### config.mk
export PLATFORM = sky130hd
export DESIGN_NAME = chan_link
export DESIGN_NICKNAME = d
export VERILOG_FILES = /design/src/rtl/chan_link_pkg.sv /design/src/rtl/chan_link_slot1.sv /design/src/rtl/chan_link_slot2.sv /design/src/rtl/chan_link_bypass.sv /design/src/rtl/chan_link_errflag.sv /design/src/rtl/chan_link.sv
export SDC_FILE = /design/constraint.sdc
export NUM_CORES = 1
export LEC_CHECK = 0
export ABC_AREA = 0
export BUFFER_PORTS_ARGS = -buffer_cell sky130_fd_sc_hd__buf_2
export CAP_MARGIN = 20
export CORE_ASPECT_RATIO = 0.75
export CORE_MARGIN = 4
export CORE_UTILIZATION = 45
export DETAILED_ROUTE_END_ITERATION = 12
export PLACE_DENSITY_LB_ADDON = 0.08
export SETUP_SLACK_MARGIN = 0.3
export SKIP_CTS_REPAIR_TIMING = 1
export SYNTH_ARGS = -nofsm -noshare
export SYNTH_HDL_FRONTEND = slang
export SYNTH_HIERARCHICAL = 1
export SYNTH_SLANG_ARGS = --single-unit
### constraint.sdc
create_clock -name clk -period 3.1 [get_ports clk]
set_input_delay 0 -clock clk [delete_from_list [all_inputs] [get_ports clk]]
set_output_delay 0 -clock clk [all_outputs]
set_load 0.01 [all_outputs]
### src/rtl/chan_link_pkg.sv
`timescale 1ns/1ps
package chan_link_pkg;
  // Storage structure selector for the link
  typedef enum logic [1:0] {
    LINK_SINGLE = 2'd0,
    LINK_DUAL   = 2'd1,
    LINK_WIRE   = 2'd2
  } link_kind_e;
endpackage

### src/rtl/chan_link_slot1.sv
`timescale 1ns/1ps
// One storage slot, empty/full, one cycle each way
module chan_link_slot1 #(
  parameter int W = 33
) (
  input  logic         clk,
  input  logic         rst_n,
  input  logic         wr,
  input  logic [W-1:0] wr_data,
  input  logic         rd_req,
  output logic         s_ready,
  output logic         m_valid,
  output logic [W-1:0] m_data
);
  logic         full_q;
  logic [W-1:0] data_q;

  always_ff @(posedge clk) begin
    if (!rst_n) begin
      full_q <= 1'b0;
      data_q <= '0;
    end else if (wr) begin
      full_q <= 1'b1;
      data_q <= wr_data;
    end else if (full_q && rd_req) begin
      full_q <= 1'b0;
    end
  end

  assign s_ready = !full_q;
  assign m_valid = full_q;
  assign m_data  = data_q;
endmodule

### src/rtl/chan_link_slot2.sv
`timescale 1ns/1ps
// Two-entry queue, output muxed between the slots
module chan_link_slot2 #(
  parameter int W = 33
) (
  input  logic         clk,
  input  logic         rst_n,
  input  logic         wr,
  input  logic [W-1:0] wr_data,
  input  logic         rd_req,
  output logic         s_ready,
  output logic         m_valid,
  output logic [W-1:0] m_data
);
  localparam int DEPTH = 2;
  localparam int CW    = $clog2(DEPTH + 1);

  logic [W-1:0]  slot_q [DEPTH];
  logic          head_q;
  logic [CW-1:0] cnt_q;
  logic          tail;
  logic          pop;

  assign tail = head_q ^ cnt_q[0];
  assign pop  = rd_req && (cnt_q != '0);

  always_ff @(posedge clk) begin
    if (!rst_n) begin
      head_q <= 1'b0;
      cnt_q  <= '0;
    end else begin
      if (pop) head_q <= !head_q;
      cnt_q <= cnt_q + CW'(wr) - CW'(pop);
    end
  end

  for (genvar i = 0; i < DEPTH; i++) begin : g_slot
    always_ff @(posedge clk) begin
      if (!rst_n) slot_q[i] <= '0;
      else if (wr && (tail == 1'(i))) slot_q[i] <= wr_data;
    end
  end

  assign s_ready = (cnt_q != CW'(DEPTH));
  assign m_valid = (cnt_q != '0);
  assign m_data  = slot_q[head_q];
endmodule

### src/rtl/chan_link_bypass.sv
`timescale 1ns/1ps
// One slot with same-cycle bypass; stored message wins
module chan_link_bypass #(
  parameter int W = 33
) (
  input  logic         clk,
  input  logic         rst_n,
  input  logic         wr,
  input  logic [W-1:0] wr_data,
  input  logic         rd_req,
  output logic         s_ready,
  output logic         m_valid,
  output logic [W-1:0] m_data
);
  logic         full_q;
  logic [W-1:0] data_q;

  always_ff @(posedge clk) begin
    if (!rst_n) begin
      full_q <= 1'b0;
      data_q <= '0;
    end else if (full_q) begin
      if (rd_req) full_q <= wr;
      if (wr) data_q <= wr_data;
    end else if (wr && !rd_req) begin
      full_q <= 1'b1;
      data_q <= wr_data;
    end
  end

  assign s_ready = !full_q || rd_req;
  assign m_valid = full_q || wr;
  assign m_data  = full_q ? data_q : wr_data;
endmodule

### src/rtl/chan_link_errflag.sv
`timescale 1ns/1ps
// Sticky record of writes offered while not ready
module chan_link_errflag (
  input  logic clk,
  input  logic rst_n,
  input  logic in_valid,
  input  logic in_ready,
  output logic err
);
  always_ff @(posedge clk) begin
    if (!rst_n) err <= 1'b0;
    else if (in_valid && !in_ready) err <= 1'b1;
  end
endmodule

### src/rtl/chan_link.sv
`timescale 1ns/1ps
module chan_link
  import chan_link_pkg::*;
#(
  parameter int         W    = 33,
  parameter link_kind_e KIND = LINK_SINGLE
) (
  input  logic         clk,
  input  logic         rst_n,
  input  logic         in_valid,
  output logic         in_ready,
  input  logic [W-1:0] in_data,
  output logic         out_valid,
  input  logic         out_ready,
  output logic [W-1:0] out_data,
  output logic         proto_err
);
  logic accept;
  assign accept = in_valid && in_ready;

  if (KIND == LINK_DUAL) begin : g_dual
    chan_link_slot2 #(.W(W)) u_store (
      .clk(clk), .rst_n(rst_n), .wr(accept), .wr_data(in_data),
      .rd_req(out_ready), .s_ready(in_ready), .m_valid(out_valid), .m_data(out_data)
    );
  end else if (KIND == LINK_WIRE) begin : g_wire
    chan_link_bypass #(.W(W)) u_store (
      .clk(clk), .rst_n(rst_n), .wr(accept), .wr_data(in_data),
      .rd_req(out_ready), .s_ready(in_ready), .m_valid(out_valid), .m_data(out_data)
    );
  end else begin : g_single
    chan_link_slot1 #(.W(W)) u_store (
      .clk(clk), .rst_n(rst_n), .wr(accept), .wr_data(in_data),
      .rd_req(out_ready), .s_ready(in_ready), .m_valid(out_valid), .m_data(out_data)
    );
  end

  chan_link_errflag u_err (
    .clk(clk), .rst_n(rst_n), .in_valid(in_valid), .in_ready(in_ready), .err(proto_err)
  );
endmodule

==> results of run 1 <==
## cell usage after synthesis
cell type | instances | area (µm²)
buf_6 | 1 | 11.3
o21a_1 | 2 | 15.0
mux2i_1 | 33 | 330
and2_1 | 1 | 6.26
clkbuf_1 | 3 | 11.3
nor2b_4 | 1 | 13.8
buf_12 | 3 | 60.1
inv_1 | 1 | 3.75
nor2b_1 | 34 | 213
dfxtp_1 | 35 | 701
## cell type report
type | instances | area [µm²] | share of cell area, %
multi-input combinational | 71 | 579 | 31.9
sequential | 35 | 701 | 38.6
inverter | 1 | 3.75 | 0.207
clock buffer | 6 | 72.6 | 4.00
tap | 38 | 47.5 | 2.62
timing repair buffer | 77 | 410 | 22.6
## kinds of logic (layout without fill, tap and decap cells)
logic type,count (synthesis),in the layout,share of synthesized area [%]
flip-flops,35,35,51.3
AO/OA/AOI/OAI,2,2,1.10
AND/OR/NAND/NOR,36,36,17.0
multiplexers,33,33,24.2
buffers and inverters,8,84,6.32
## per-stage QoR
step / power, W / instance area, µm² / setup slack, ns / utilization [%] / instances
detailed placement: 0.000651 / 1690 / 1.33 / 58.1 / 217
floorplan: 0.000602 / 1370 / 1.83 / - / 114
CTS: 0.000936 / 1760 / 1.31 / 60.5 / 223
global route: 0.000979 / 1810 / 1.18 / 62.3 / 228
finish: 0.000924 / 1810 / 1.33 / 62.3 / 228
global placement: 0.000646 / 1690 / 1.42 / 58.1 / 217
## routing by layer
metal	GRT usage [%]	share of wire [%]	up-vias
li1	-	-	522
met1	15.1	42	435
met2	23.7	48	38
met3	5.78	9.8	2
met4	4.02	0.45	0
met5	0	0	-
## power by group through the flow
stage	logic [W]	registers (W)	clock network (W)
after CTS	0.000149	0.000493	0.000295
after detailed placement	0.000148	0.000503	0
final	0.000151	0.000493	0.000280
after global routing	0.000165	0.000497	0.000317
after floorplan	0.0000849	0.000517	0
after global placement	0.000145	0.000501	0
## cell usage in the layout (no fill, tap or decap)
cell	Yosys	routed
inv_1	1	1
clkbuf_8	0	5
and2_2	0	1
clkbuf_1	3	1
nor2b_1	34	34
o21a_1	2	2
dfxtp_1	35	35
nor2b_4	1	1
buf_2	0	72
mux2i_1	33	33
dlygate4sd3_1	0	5
## registers in the layout, summed over array words and instances, names as in the netlist
name	count
g_single.u_store/m_data	33
g_single.u_store/m_valid	1
u_err/err	1
## critical path, cell delays in order, from the launching register on
cell	delay, ns
dfxtp_1	0.32
inv_1	0.12
and2_2	0.83
mux2i_1	0.30
nor2b_1	0.07
## final timing paths
path / start / to / slack, ns / cells past startpoint
max: g_single.u_store/m_valid / g_single.u_store/m_data[6] / 1.33 / 4
min: in_data[8] / g_single.u_store/m_data[8] / -0.01 / 3
max reg2reg: g_single.u_store/m_valid / g_single.u_store/m_data[6] / 1.33 / 4
min reg2reg: u_err/err / u_err/err / 0.47 / 1
==> out/qor.yml, run 1 <==
status: "finished with violations"
violations: "negative hold slack"
gp_congestion: 0.737
vias_per_cell: 4.37
antenna_found_initial: 0
cp.required_ns: 3.25
final.setup.tns_ns: 0
portBuffers: 72
num_vias: 997
final.fill_count: 255
rsz0062_at_grt: "false"
dp.final_hpwl_um: 1950
swShare_pct: 23.2
powerDensity_mw_per_mm2: 509
worst_setup_path_end_kind: "flop"
synth_cells: 114
cts_made_buffers: 5
cp_data_arrival_time_ns: 1.92
p_comb_share_pct: 16.3
grt_usage_pct: 13.7
skew_ns: 0.00353
grt_max_degree: 36
layout-drive-gt1-share_pct: 41.6
synth_nets: 151
max_freq_mhz: 566
diodes: 0
ctsRootBufferMaster: "clkbuf_8"
clk_path_buf_depth: 2
switching_power_w: 0.000214
hold_path_class: "input port to flop"
syn-mean-instance-area_um2: 12.0
nets: 228
finalCritPeriodShare_pct: 57.0
grt_pass1_vias: 991
crit_type: "flop to flop"
p_int_w: 0.000710
die_area_mm2: 0.00399
drc_errors: 0
max_slew_margin_pct: 33.6
synth-seq-area-share_pct: 51.3
wl_per_cell_um: 11.6
core_mm2: 0.00291
pwr-share-seq_pct: 53.3
drt_iter0_drc: 25
synth_cell_types: 10
holdWs_ns: -0.0104
io_pins: 73
syn_to_final_growth_pct: 32.9
die_w_um: 71.6
cts_tree: "yes"
ant_nets: 0
ir_drop_v: 0.000252
grt-ovfl-total: 0
synth_warnings: 6
worstMarginPinSlew_ns: 0.996
p_leak_nw: 0.903
cts.sink_count: 35
synth_seq_cells: 35
critPathLaunchType: "flop"
layout_min_cycle_time_ns: 1.77
routed_wl_um: 2660
firstDrtPassIters: 3
setup_viol: 0
clock_latency_ns: 0.27
clkPwrFrac_pct: 30.3
path_clk_slew_ns: 0.06
drv_cap: 0
netlist_area_mm2: 0.00137
hold_viol: 6
htreeDepth: 2
drv_slew: 0
grt_first_pass_wirelength_um: 4340
rows: 17
initial_core_util_pct: 46.8
critPathMaxFanout: 34
die_h_um: 55.7
Note: power is estimated with default switching activity, not from simulation.
==> run 2, diff against run 1 <==
- CORE_UTILIZATION: 45 -> 43
- clock period: 3.1 -> 1.8 ns (I/O delays scaled with it)
==> run 2 against run 1 <==
The run still ends with negative hold slack left. Sequential power rose by 72%. Sequential cell count did not move. Clock power rose by 89%. Worst hold slack got worse by 0.018 ns. Critical endpoint is now g_single.u_store/m_data[11]. Highest routed layer unchanged.
==> out/qor.yml, run 2 (synthesized netlist as in run 1, its figures left out) <==
status: "finished with violations"
violations: "negative hold slack"
portBuffers: 72
crit_type: "flop to flop"
rsz0062_at_grt: "false"
critPathLaunchType: "flop"
crit_path_top_delay_cell: "dfxtp_1"
finalCritPeriodShare_pct: 71.3
path_clk_slew_ns: 0.07
worstMarginPinSlew_ns: 0.459
drv_cap: 0
final-instance-count-excl-fill: 243
final_common_cell: "buf_2"
wl_per_cell_um: 12.0
ir_drop_v: 0.000612
final.fill_count: 253
grt_usage_pct: 13.7
cts.sink_count: 35
critPathMaxFanout: 34
hold_path_class: "input port to flop"
cts_made_buffers: 5
grt_max_degree: 36
grt_first_pass_wirelength_um: 4280
worst_setup_path_end_kind: "flop"
drt_iter0_drc: 26
largest_reg_flops: 33
die_h_um: 56.8
max_freq_mhz: 779
totalPowerFinal_w: 0.00167
cts_tree: "yes"
ctsRootBufferMaster: "clkbuf_8"
dp_worst_setup_slack_ns: 0.521
firstDrtPassIters: 4
holdWs_ns: -0.0281
setup_viol: 0
skew_ns: 0.000764
nets: 241
dp.final_hpwl_um: 2010
clk_path_buf_depth: 2
most-common-layout-cells: "buf_2 (72), dfxtp_1 (35), nor2b_1 (34)"
num_vias: 1075
clock_latency_ns: 0.28
gp_congestion: 0.681
slowest_delay_ns: 0.32
powerDensity_mw_per_mm2: 847
final.setup.tns_ns: 0
grt_pass1_vias: 965
die_w_um: 73.1
dp.cells: 218
grt-ovfl-total: 0
htreeDepth: 2
routed_wl_um: 2910
initial_core_util_pct: 45.5
syn_to_final_growth_pct: 44.0
core_mm2: 0.00300
layout-drive-gt1-share_pct: 40.5
finalWorstSetupSlack_ns: 0.517
cp_data_arrival_time_ns: 1.46
drc_errors: 0
cp.required_ns: 1.98
layout_min_cycle_time_ns: 1.28
rows: 17
hold_viol: 13
crit_chain: "inv_1 > and2_2 > buf_12 > mux2i_1 > nor2b_1"
io_pins: 73
rrSetupSlack_ns: 0.52
ant_nets: 0
antenna_found_initial: 0
drv_slew: 0
vias_per_cell: 4.42
p_leak_nw: 0.973
die_area_mm2: 0.00415
diodes: 0
max_slew_margin_pct: 69.4
-- run 2: cell count changes in the layout (fill, tap and decap cells not counted) --
cell and change:
buf_12 +1, dlygate4sd3_1 +12, clkinv_2 +3, clkbuf_1 -1
-- run 2: layer usage --
metal	wire length (µm)	track usage [%]	vias to the layer above
met2	1350	20.9	46
met1	1240	14.9	471
met4	68	6.05	0
li1	-	-	550
met3	256	8.77	8
met5	0	0	-
-- run 2: layout make-up --
type / instances / area, µm² / area share (%)
Clock buffer: 5 / 68.8 / 3.50
Clock inverter: 3 / 15.0 / 0.764
Inverter: 1 / 3.75 / 0.191
Multi-Input combinational cell: 71 / 579 / 29.5
Sequential cell: 35 / 701 / 35.6
Tap cell: 38 / 47.5 / 2.42
Timing Repair Buffer: 90 / 551 / 28.0
-- run 2: metrics by stage --
step | hold slack [ns] | cell area [µm²] | util [%]
after floorplan | 0.117 | 1370 | -
after global placement | 0.255 | 1710 | 57.1
after detailed placement | 0.270 | 1710 | 57.1
after CTS | -0.0396 | 1800 | 59.9
after global routing | 0.000526 | 1970 | 65.5
final | -0.0281 | 1970 | 65.5
-- run 2: report_power, final --
group	internal [W]	switching (W)	leakage, nW
Clock	0.000264	0.000265	0.0477
Sequential	0.000825	0.0000247	0.288
Combinational	0.000161	0.000125	0.637
-- run 2: final timing paths --
check                           startpoint                     endpoint  depth (start not counted)
setup reg to reg  g_single.u_store/m_valid  g_single.u_store/m_data[11]                          5
hold reg to reg                  u_err/err                    u_err/err                          1
hold / removal                  in_data[0]   g_single.u_store/m_data[0]                          3
setup / recovery  g_single.u_store/m_valid  g_single.u_store/m_data[11]                          5
-- run 2: critical path, delay by kind of cell, from the launching register on --
kind | cells | cell delay [ns]
mux | 1 | 0.25
simple gates | 2 | 0.24
flops | 1 | 0.32
buf+inv | 2 | 0.35
